--- src/rtl/dtsc_pkg.sv ---
package dtsc_pkg;

  typedef enum logic [1:0] {
    TS_RAW     = 2'b00,
    TS_PACKED  = 2'b01,
    TS_CLEARED = 2'b10,
    TS_RSVD    = 2'b11
  } tileState_e;

  typedef struct packed {
    logic latchClr;
    logic walkEn;
    logic lkFire;
    logic wbFire;
  } ctrlStrobe_t;

endpackage

--- src/rtl/dtsc_ctrl.sv ---
module dtsc_ctrl
  import dtsc_pkg::*;
#(
  parameter int GROUPS = 16,
  parameter int GW     = (GROUPS > 1) ? $clog2(GROUPS) : 1
) (
  input  logic          clk,
  input  logic          rstN,
  input  logic          compEn,
  input  logic          clrReq,
  input  logic          lkReq,
  input  logic          wbReq,
  output ctrlStrobe_t   strb,
  output logic [GW-1:0] grpIdx,
  output logic          busy,
  output logic          slowClr
);

  logic walking;
  logic lastGrp;

  assign lastGrp = (int'(grpIdx) == GROUPS - 1);

  always_ff @(posedge clk) begin
    if (!rstN) begin
      walking <= 1'b0;
      grpIdx  <= '0;
      slowClr <= 1'b0;
    end else begin
      slowClr <= clrReq && !walking && !compEn;
      if (!walking) begin
        grpIdx <= '0;
        if (clrReq && compEn) walking <= 1'b1;
      end else begin
        if (lastGrp) begin
          walking <= 1'b0;
          grpIdx  <= '0;
        end else begin
          grpIdx <= grpIdx + GW'(1);
        end
      end
    end
  end

  assign busy          = walking;
  assign strb.latchClr = !walking && clrReq && compEn;
  assign strb.walkEn   = walking;
  assign strb.lkFire   = !walking && lkReq;
  assign strb.wbFire   = !walking && wbReq;

  // a sweep starts only from an accepted fast-clear command
  assert_sweep_start_R6: assert property (@(posedge clk) disable iff (!rstN)
    $rose(busy) |-> $past(clrReq && compEn));

  // the group counter stays inside the table during a sweep
  assert_group_bound_R6: assert property (@(posedge clk) disable iff (!rstN)
    busy |-> (int'(grpIdx) < GROUPS));

  // the fallback request never coincides with a sweep
  assert_slow_no_sweep_R8: assert property (@(posedge clk) disable iff (!rstN)
    slowClr |-> (!busy && $past(!compEn)));

endmodule

--- src/rtl/dtsc_table.sv ---
module dtsc_table
  import dtsc_pkg::*;
#(
  parameter int NUM_TILES       = 64,
  parameter int CLEAR_PER_CYCLE = 4,
  parameter int DEPTH_W         = 24,
  parameter int COMP_DIV        = 2,
  parameter int TILE_SAMPLES    = 16,
  parameter int IW              = $clog2(NUM_TILES),
  parameter int GW              = 1,
  parameter int WW              = $clog2(TILE_SAMPLES + 1)
) (
  input  logic                            clk,
  input  logic                            rstN,
  input  ctrlStrobe_t                     strb,
  input  logic [GW-1:0]                   grpIdx,
  input  logic [DEPTH_W-1:0]              clrValue,
  input  logic [IW-1:0]                   lkTile,
  input  logic [IW-1:0]                   wbTile,
  input  logic                            wbCompressed,
  output logic                            lkValid,
  output logic [1:0]                      lkState,
  output logic [WW-1:0]                   lkWords,
  output logic [TILE_SAMPLES*DEPTH_W-1:0] lkFill
);

  localparam int PACKED_WORDS = TILE_SAMPLES / COMP_DIV;

  tileState_e         tbl [NUM_TILES];
  tileState_e         lkStateQ;
  tileState_e         curState;
  logic [DEPTH_W-1:0] clrVal;
  logic [WW-1:0]      wordsNext;

  assign curState = tbl[lkTile];

  always_comb begin
    unique case (curState)
      TS_RAW:    wordsNext = WW'(TILE_SAMPLES);
      TS_PACKED: wordsNext = WW'(PACKED_WORDS);
      default:   wordsNext = '0;
    endcase
  end

  always_ff @(posedge clk) begin
    if (!rstN) begin
      for (int i = 0; i < NUM_TILES; i++) tbl[i] <= TS_RAW;
      clrVal   <= '0;
      lkValid  <= 1'b0;
      lkStateQ <= TS_RAW;
      lkWords  <= '0;
      lkFill   <= '0;
    end else begin
      if (strb.latchClr) clrVal <= clrValue;
      if (strb.wbFire) tbl[wbTile] <= wbCompressed ? TS_PACKED : TS_RAW;
      if (strb.walkEn) begin
        for (int j = 0; j < CLEAR_PER_CYCLE; j++)
          tbl[IW'(int'(grpIdx) * CLEAR_PER_CYCLE + j)] <= TS_CLEARED;
      end
      lkValid <= strb.lkFire;
      if (strb.lkFire) begin
        lkStateQ <= curState;
        lkWords  <= wordsNext;
        lkFill   <= (curState == TS_CLEARED) ? {TILE_SAMPLES{clrVal}} : '0;
      end
    end
  end

  assign lkState = lkStateQ;

  // the reserved code never leaves the block
  assert_no_reserved_R2: assert property (@(posedge clk) disable iff (!rstN)
    lkValid |-> (lkState != 2'b11));

  // a result only follows a lookup accepted outside a sweep
  assert_result_needs_fire_R7: assert property (@(posedge clk) disable iff (!rstN)
    lkValid |-> $past(strb.lkFire && !strb.walkEn));

  // non-cleared tiles carry no fill data
  assert_fill_zero_R4: assert property (@(posedge clk) disable iff (!rstN)
    (lkValid && lkState != 2'b10) |-> (lkFill == '0));

endmodule

--- src/rtl/depth_tile_status_ctrl.sv ---
module depth_tile_status_ctrl
  import dtsc_pkg::*;
#(
  parameter int NUM_TILES       = 64,
  parameter int CLEAR_PER_CYCLE = 4,
  parameter int DEPTH_W         = 24,
  parameter int COMP_DIV        = 2,
  parameter int TILE_SAMPLES    = 16,
  parameter int IW              = $clog2(NUM_TILES),
  parameter int WW              = $clog2(TILE_SAMPLES + 1)
) (
  input  logic                            clk,
  input  logic                            rstN,
  input  logic                            compEn,
  input  logic                            clrReq,
  input  logic [DEPTH_W-1:0]              clrValue,
  input  logic                            lkReq,
  input  logic [IW-1:0]                   lkTile,
  input  logic                            wbReq,
  input  logic [IW-1:0]                   wbTile,
  input  logic                            wbCompressed,
  output logic                            busy,
  output logic                            slowClrReq,
  output logic                            lkValid,
  output logic [1:0]                      lkState,
  output logic [WW-1:0]                   lkWords,
  output logic [TILE_SAMPLES*DEPTH_W-1:0] lkFill
);

  localparam int GROUPS = NUM_TILES / CLEAR_PER_CYCLE;
  localparam int GW     = (GROUPS > 1) ? $clog2(GROUPS) : 1;

  ctrlStrobe_t   strb;
  logic [GW-1:0] grpIdx;

  dtsc_ctrl #(.GROUPS(GROUPS), .GW(GW)) ctrl_i (
    .clk     (clk),
    .rstN    (rstN),
    .compEn  (compEn),
    .clrReq  (clrReq),
    .lkReq   (lkReq),
    .wbReq   (wbReq),
    .strb    (strb),
    .grpIdx  (grpIdx),
    .busy    (busy),
    .slowClr (slowClrReq)
  );

  dtsc_table #(
    .NUM_TILES       (NUM_TILES),
    .CLEAR_PER_CYCLE (CLEAR_PER_CYCLE),
    .DEPTH_W         (DEPTH_W),
    .COMP_DIV        (COMP_DIV),
    .TILE_SAMPLES    (TILE_SAMPLES),
    .IW              (IW),
    .GW              (GW),
    .WW              (WW)
  ) table_i (
    .clk          (clk),
    .rstN         (rstN),
    .strb         (strb),
    .grpIdx       (grpIdx),
    .clrValue     (clrValue),
    .lkTile       (lkTile),
    .wbTile       (wbTile),
    .wbCompressed (wbCompressed),
    .lkValid      (lkValid),
    .lkState      (lkState),
    .lkWords      (lkWords),
    .lkFill       (lkFill)
  );

endmodule

--- config.mk ---
export PLATFORM = sky130hd
export DESIGN_NAME = depth_tile_status_ctrl
export DESIGN_NICKNAME = d
export VERILOG_FILES = /design/src/rtl/dtsc_pkg.sv /design/src/rtl/dtsc_ctrl.sv /design/src/rtl/dtsc_table.sv /design/src/rtl/depth_tile_status_ctrl.sv
export SDC_FILE = /design/constraint.sdc
export NUM_CORES = 1
export LEC_CHECK = 0
export CAP_MARGIN = 15
export CORE_ASPECT_RATIO = 1.4
export CORE_MARGIN = 10
export CORE_UTILIZATION = 40
export DETAILED_ROUTE_END_ITERATION = 12
export PLACE_DENSITY = 0.77
export SLEW_MARGIN = 10
export SYNTH_ARGS = -nofsm -noshare
export SYNTH_HDL_FRONTEND = slang
export SYNTH_SLANG_ARGS = --single-unit
--- constraint.sdc ---
create_clock -name clk -period 2.6 [get_ports clk]
set_input_delay 0.52 -clock clk [delete_from_list [all_inputs] [get_ports clk]]
set_output_delay 0.52 -clock clk [all_outputs]
set_load 0.01 [all_outputs]
==> out/qor.log, run 1 <==
qor: grt.initial_antenna_violation_count 0
qor: floorplan.i_o_pins 437
qor: clock_network.clockBufferDepth 2
qor: logic_synthesis.yosysWarnings 0
qor: logic_synthesis.postSynthAreaPerCell 9.218 sq um
qor: placed_design.preCtsSetupSlack -524.7 ps
qor: cells_and_area.design.final.nets 1355
qor: logic_synthesis.synth_enable_flop_cells 32
qor: cells_and_area.layout-area-overhead-vs-synth 27.14%
qor: cells_and_area.antennaDiodeCount 0
qor: grt.grt_use_met1 0.2114
qor: sta.actual_transition_at_the_worst_max_transition_pin 724.6 ps
qor: min_path.worst_min_delay_path_class reg -> reg
qor: sta.finalHoldViolations 0
qor: pwr.worst_vdd_rail_ir_drop 481.9 uV
qor: sta.worst_clock_skew 18.72 ps
qor: floorplan.floorplan.rows 72
qor: logic_synthesis.synth_flop_cell sky130_fd_sc_hd__dfxtp_1
qor: floorplan.core_footprint 0.02757 sq mm
qor: route.drc_violations_left 0
qor: sta.layout_worst_path_cycle_share 0.9728
qor: worst_setup_path.critical_path.max_fanout 6
qor: clock_network.worst_setup_hold_path_clk_slew 70 ps
qor: run_status.outcome finished, final reports clean
qor: logic_synthesis.synth_cell_types 59
qor: pwr.leakage 5.135 nW
qor: grt.grt_util_met3 0.06233
qor: cells_and_area.drive_gt1_frac 0.1375
qor: grt.grt_first_pass_wirelength 55180 um
qor: clock_network.insertion_delay 450 ps
qor: worst_setup_path.critical_path_required 2980 ps
qor: route.ant_nets 0
qor: sta.min_period 2529 ps
qor: pwr.p_per_area 445.9 mW/mm^2
qor: cells_and_area.area_taken_by_multi_input_logic_gates 0.003946 sq mm
qor: worst_setup_path.cp-end-kind register
qor: placed_design.postPlaceCellArea 0.01339 sq mm
qor: route.first_iter_violations 817
qor: grt.first_global_vias 8605
qor: placed_design.port_buffers 433
qor: sta.clock.fmax 0.3953 GHz
qor: floorplan.floorplan.die.height 217.3 um
qor: clock_network.cts.htree.levels 4
qor: grt.gr-max-usage-layer met2
qor: route.wire_per_inst 22.36 um
qor: route.detailroute.via_count 8914
qor: route.route.final.wire_length 37870 um
qor: worst_setup_path.cp_data_arrival_time 2910 ps
qor: clock_network.root_buffer sky130_fd_sc_hd__clkbuf_16
qor: cells_and_area.fillCellCount 2485
qor: clock_network.cts-buffers-inserted 17
qor: placed_design.finalWeightedCongestion 0.9752
qor: clock_network.tritoncts done
qor: route.drt_pass1_iterations 5
qor: grt.grt.total_usage 0.2020
qor: logic_synthesis.synthesis.area 0.01112 sq mm
qor: sta.fin_hold_ws 457.6 ps
qor: grt.grt-ovfl-total 0
qor: sta.grt_setup_unrepaired no
qor: logic_synthesis.postSynthRegisterBits 187
qor: floorplan.design.die.area 0.03496 sq mm
qor: logic_synthesis.async_flop_share 0
qor: worst_setup_path.category_of_the_worst_setup_path_launch_point input pin
qor: grt.maximum_number_of_pins_on_one_net_before_global_route_repair 61
qor: sta.worst_slack 70.59 ps
qor: placed_design.post-dp-hpwl 29240 um
qor: logic_synthesis.seq_total_area_yosys 0.3656
qor: cells_and_area.final-seq-area 0.004064 sq mm
qor: logic_synthesis.netlist_instances 1206
qor: floorplan.floorplan.die.width 160.9 um
qor: sta.slew_headroom 0.5163
qor: grt.global_route.usage.met2 0.3606
qor: worst_setup_path.crit_type in -> reg
qor: floorplan.starting_density 0.4033
qor: cells_and_area.postLayoutCellArea 0.01413 sq mm
qor: route.post_drt_via_cell_ratio 5.262
qor: sta.maxSlewViolCount 0
qor: run.drv_cap 0
qor: clock_network.tritoncts_sink_count 187
qor: sta.final-setup-viol-count 0
## logic make-up after synthesis
kind of cell | share of synthesized area
other | 0.0003373
multiplexers | 0.1033
flip-flops | 0.3656
buffers and inverters | 0.2814
XOR/XNOR | 0.0007880
AO/OA/AOI/OAI | 0.1172
AND/OR/NAND/NOR | 0.1303
adder cells (fa/ha/maj) | 0.001125
## final cells by class
type / count / share of cell area
clock buffers: 18 / 0.03036
repair buffers: 509 / 0.3577
clock inverters: 14 / 0.009472
flip-flops and latches: 187 / 0.2875
multi-input cells: 585 / 0.2792
well taps: 370 / 0.03275
inverters: 11 / 0.002921
## cell usage in the layout (no fill, tap or decap), types with 24 or more instances in the layout
| cell type | Yosys | layout |
|---|---|---|
| sky130_fd_sc_hd__clkdlybuf4s50_1 | 0 | 428 |
| sky130_fd_sc_hd__dfxtp_1 | 155 | 155 |
| sky130_fd_sc_hd__nand3_1 | 47 | 46 |
| sky130_fd_sc_hd__nand2_1 | 135 | 134 |
| sky130_fd_sc_hd__o211ai_1 | 24 | 24 |
| sky130_fd_sc_hd__buf_4 | 364 | 59 |
| sky130_fd_sc_hd__nor2_1 | 76 | 74 |
| sky130_fd_sc_hd__o21ai_0 | 44 | 44 |
| sky130_fd_sc_hd__edfxtp_1 | 32 | 32 |
| sky130_fd_sc_hd__a21oi_1 | 63 | 62 |
| sky130_fd_sc_hd__a31o_2 | 24 | 24 |
## state kept, by name, indices dropped and copies added (netlist names)
signal / count
ctrl_i.grpIdx: 4
table_i.tbl: 128
table_i.clrVal: 24
table_i.lkFill: 24
ctrl_i.busy: 1
table_i.lkWords: 2
table_i.lkState: 2
ctrl_i.slowClr: 1
table_i.lkValid: 1
## routing by layer
| layer | vias to the layer above | share of wire |
|---|---|---|
| met2 | 546 | 0.51 |
| met1 | 4268 | 0.35 |
| met3 | 88 | 0.093 |
| met4 | 0 | 0.041 |
| li1 | 4012 | - |
| met5 | - | 0 |
## through the flow
step / cells / power (W) / TNS (ps) / utilization
finish: 1694 / 0.006302 / 0 / 0.5127
global route: 1694 / 0.006490 / 0 / 0.5127
CTS: 1696 / 0.006325 / 0 / 0.5138
detailed placement: 1650 / 0.003794 / -13490 / 0.4856
global placement: 1649 / 0.003780 / -12330 / 0.4850
floorplan: 1208 / 0.003507 / 0 / -
## path summary, 6_finish.rpt
kind / from / endpoint / slack, ps / depth (start not counted)
max: lkTile[2] / table_i.lkFill[370] / 70 / 14
min: table_i.clrVal[21] / table_i.clrVal[21] / 460 / 2
max reg2reg: ctrl_i.busy / table_i.tbl[11][0] / 210 / 7
min reg2reg: table_i.clrVal[21] / table_i.clrVal[21] / 460 / 2
## cell usage after synthesis, drive strengths merged (7+ instances only)
| cell type | count | area (sq um) |
|---|---|---|
| inv | 11 | 41.29 |
| a31o | 24 | 210.2 |
| edfxtp | 32 | 960.9 |
| nand2 | 135 | 506.7 |
| o21ai | 45 | 225.2 |
| nor3 | 7 | 40.04 |
| mux4 | 31 | 784.5 |
| clkbuf | 46 | 203.9 |
| a21oi | 63 | 315.3 |
| mux2i | 15 | 150.1 |
| nor2 | 76 | 285.3 |
| a22o | 24 | 215.2 |
| nand3 | 48 | 245.2 |
| mux2 | 19 | 214.0 |
| dfxtp | 155 | 3103 |
| buf | 377 | 2864 |
| nand4 | 16 | 106.4 |
| o211ai | 24 | 180.2 |
## worst max-delay path, stage by stage
cell                            delay, ps
sky130_fd_sc_hd__dlygate4sd2_1        240
sky130_fd_sc_hd__buf_6                140
sky130_fd_sc_hd__buf_6                130
sky130_fd_sc_hd__buf_6                120
sky130_fd_sc_hd__buf_6                110
sky130_fd_sc_hd__mux4_2               320
sky130_fd_sc_hd__mux2i_1               60
sky130_fd_sc_hd__a22oi_1              190
sky130_fd_sc_hd__nand2_1              160
sky130_fd_sc_hd__a2111oi_4            400
sky130_fd_sc_hd__buf_4                190
sky130_fd_sc_hd__buf_12               100
sky130_fd_sc_hd__buf_16               110
sky130_fd_sc_hd__a22o_1               110
## report_power, final
part / total (W) / internal (W) / switching [W] / leakage, nW
clock network: 0.00253 / 0.00127 / 0.00126 / 0.267
logic: 0.000722 / 0.000344 / 0.000378 / 3.29
registers: 0.00305 / 0.00300 / 0.0000533 / 1.58
total: 0.00630 / 0.00461 / 0.00170 / 5.14
## repair_timing
item	4_1_cts	5_1_grt
buffers inserted	10	0
hold buffers	0	0
endpoints found under the setup margin	24	24
pin swaps	5	5
gates cloned	4	0
resized for setup	21	3
Note: power is estimated with default switching activity, not from simulation.
==> run 2, diff against run 1 <==
CORE_UTILIZATION = 41   (was 40)
CTS_BUF_LIST = sky130_fd_sc_hd__clkbuf_2 sky130_fd_sc_hd__clkbuf_4 sky130_fd_sc_hd__clkbuf_8   (was unset)
PLACE_DENSITY = 0.79   (was 0.77)
==> run 2 against run 1 <==
  * Non-clock buffer count up 2
  * Worst hold slack better by 1.9 ps
  * Flip-flop and latch count unchanged
  * Sequential power about the same
==> out/qor.log, run 2 (same netlist as run 1, synthesis figures left out) <==
qor: run_status.outcome finished, final reports clean
qor: clock_network.clockBufferDepth 2
qor: pwr.leakage 5.060 nW
qor: route.first_iter_violations 948
qor: sta.maxSlewViolCount 0
qor: worst_setup_path.endpoint table_i.tbl[1][0]
qor: cells_and_area.drive_gt1_frac 0.1425
qor: worst_setup_path.cp_slowest_stage_delay 670 ps
qor: route.drt_pass1_iterations 5
qor: cells_and_area.design.final.nets 1357
qor: worst_setup_path.cp-end-kind register
qor: sta.slew_headroom 0.4662
qor: floorplan.floorplan.rows 71
qor: cells_and_area.antennaDiodeCount 0
qor: sta.finalHoldViolations 0
qor: cells_and_area.layout-area-overhead-vs-synth 25.64%
qor: worst_setup_path.worst_path_dominant_cell_family simple AND/OR/NAND/NOR gates
qor: floorplan.core_footprint 0.02683 sq mm
qor: sta.layout_worst_path_cycle_share 0.9652
qor: floorplan.floorplan.die.height 214.8 um
qor: grt.grt-ovfl-total 0
qor: placed_design.post-dp-hpwl 28550 um
qor: sta.clock.fmax 0.3985 GHz
qor: cells_and_area.layout.cells.most_common_list 428 x sky130_fd_sc_hd__clkdlybuf4s50_1, 153 x sky130_fd_sc_hd__dfxtp_1, 134 x sky130_fd_sc_hd__nand2_1, 74 x sky130_fd_sc_hd__nor2_1
qor: worst_setup_path.crit_type reg -> reg
qor: clock_network.cts-buffers-inserted 17
qor: placed_design.preCtsSetupSlack -552.3 ps
qor: floorplan.design.die.area 0.03419 sq mm
qor: sta.worst_clock_skew 18.52 ps
qor: worst_setup_path.critical_register_to_register_path_startpoint ctrl_i.busy
qor: worst_setup_path.startpoint ctrl_i.busy
qor: placed_design.port_buffers 433
qor: cells_and_area.fillCellCount 2394
qor: worst_setup_path.category_of_the_worst_setup_path_launch_point register
qor: cells_and_area.reg.largest.list table_i.tbl: 128 flops, table_i.clrVal: 24 flops, table_i.lkFill: 24 flops
qor: worst_setup_path.critical_path_required 3000 ps
qor: clock_network.tritoncts_sink_count 187
qor: pwr.worst_vdd_rail_ir_drop 339.5 uV
qor: worst_setup_path.critical_path.max_fanout 12
qor: worst_setup_path.worst-path-buf-inv 0
qor: worst_setup_path.ff2ff_path_depth 6
qor: route.ant_nets 0
qor: route.route.final.wire_length 37080 um
qor: floorplan.i_o_pins 437
qor: grt.grt.total_usage 0.2048
qor: clock_network.tritoncts done
qor: clock_network.root_buffer sky130_fd_sc_hd__clkbuf_8
qor: clock_network.worst_setup_hold_path_clk_slew 100 ps
qor: cells_and_area.area_taken_by_multi_input_logic_gates 0.003943 sq mm
qor: floorplan.starting_density 0.4144
qor: worst_setup_path.cp_data_arrival_time 2910 ps
qor: clock_network.insertion_delay 470 ps
qor: floorplan.floorplan.die.width 159.2 um
qor: route.post_drt_via_cell_ratio 5.269
qor: clock_network.hold_buffers 0
qor: cells_and_area.final-seq-area 0.004066 sq mm
qor: cells_and_area.final_core_util 0.5206
qor: grt.first_global_vias 8821
qor: route.wire_per_inst 21.93 um
qor: route.detailroute.via_count 8910
qor: cells_and_area.final-instance-count-excl-fill 1691
qor: pwr.p_per_area 415.1 mW/mm^2
qor: grt.initial_antenna_violation_count 1
qor: worst_setup_path.worstPathCellList nand2_1, o31ai_1, nand3_2, nor2_1, nand3_1, a21oi_1
qor: sta.actual_transition_at_the_worst_max_transition_pin 795.4 ps
qor: pwr.power 0.005797 W
qor: worst_setup_path.crit_path_top_delay_cell sky130_fd_sc_hd__o31ai_1
qor: cells_and_area.layout.cells.most_common sky130_fd_sc_hd__clkdlybuf4s50_1
qor: clock_network.cts.htree.levels 4
qor: min_path.worst_min_delay_path_class reg -> reg
qor: route.drc_violations_left 0
qor: cells_and_area.largest_register_ffs 128
qor: placed_design.finalWeightedCongestion 0.9770
qor: sta.final-setup-viol-count 0
qor: placed_design.place_inst 1644
qor: run.drv_cap 0
qor: sta.worst_slack 90.51 ps
qor: grt.maximum_number_of_pins_on_one_net_before_global_route_repair 59
qor: cells_and_area.top_reg_by_flops table_i.tbl
qor: worst_setup_path.critical_path_cell_count 6
qor: worst_setup_path.r2r-end table_i.tbl[1][0]
qor: worst_setup_path.r2r_setup_slack 90 ps
qor: grt.grt_first_pass_wirelength 55280 um
qor: sta.min_period 2509 ps
## run 2: cell types whose count changed in the layout (fill, tap and decap cells not counted), moves of 2 or more
cell,delta
sky130_fd_sc_hd__clkbuf_8,+17
sky130_fd_sc_hd__buf_6,-2
sky130_fd_sc_hd__dfxtp_1,-2
sky130_fd_sc_hd__clkbuf_16,-17
sky130_fd_sc_hd__buf_4,+4
sky130_fd_sc_hd__dfxtp_2,+2
## run 2: report_power, final
group	switching [W]	internal, W
clock network	0.00121	0.000816
registers	0.0000514	0.00300
logic	0.000381	0.000346
total	0.00164	0.00416
## run 2: worst min-delay path by stage
stage | depth (start not counted) | start | end | slack, ps
final | 2 | table_i.clrVal[20] | table_i.clrVal[20] | 460
after global routing | 2 | table_i.clrVal[16] | table_i.clrVal[16] | 470
after CTS | 2 | table_i.clrVal[18] | table_i.clrVal[18] | 460
after detailed placement | 2 | table_i.clrVal[18] | table_i.clrVal[18] | 450
after global placement | 2 | table_i.clrVal[13] | table_i.clrVal[13] | 440
after floorplan | 2 | table_i.tbl[30][1] | table_i.tbl[30][1] | 430
## run 2: timing repair
item / CTS / global route
cloned: 3 / 0
setup endpoints to repair: 24 / 54
gates resized for setup: 18 / 9
buffers inserted: 11 / 1
pin swaps: 4 / 3
## run 2: through the flow
step	hold WS, ps	area [sq um]	setup TNS, ps
6_report	459.5	13970	0
4_1_cts	459.3	13940	0
2_1_floorplan	431.2	11120	0
3_5_place_dp	446.0	13360	-14350
5_1_grt	472.0	13970	-25.63
3_3_place_gp	441.7	13360	-12960
## run 2: worst register-to-register path, cell delays in order, from the launching register on
cell	delay, ps
sky130_fd_sc_hd__dfxtp_1	620
sky130_fd_sc_hd__nand2_1	220
sky130_fd_sc_hd__o31ai_1	670
sky130_fd_sc_hd__nand3_2	420
sky130_fd_sc_hd__nor2_1	290
sky130_fd_sc_hd__nand3_1	110
sky130_fd_sc_hd__a21oi_1	130
## run 2: area by class of cell
| type | count | area share |
|---|---|---|
| Tap cell | 365 | 0.03270 |
| Timing Repair Buffer | 511 | 0.3613 |
| Clock buffer | 17 | 0.01675 |
| Inverter | 11 | 0.002956 |
| Sequential cell | 187 | 0.2911 |
| Multi-Input combinational cell | 585 | 0.2823 |
| Clock inverter | 15 | 0.01290 |
## run 2: layer usage
metal / GRT usage / vias up / routed length [um] / part of all wire
li1: - / 4013 / - / -
met1: 0.2212 / 4198 / 13420 / 0.36
met2: 0.3619 / 593 / 18630 / 0.50
met3: 0.06121 / 104 / 3461 / 0.093
met4: 0.09071 / 2 / 1560 / 0.042
met5: 0 / - / 13 / 0.00035
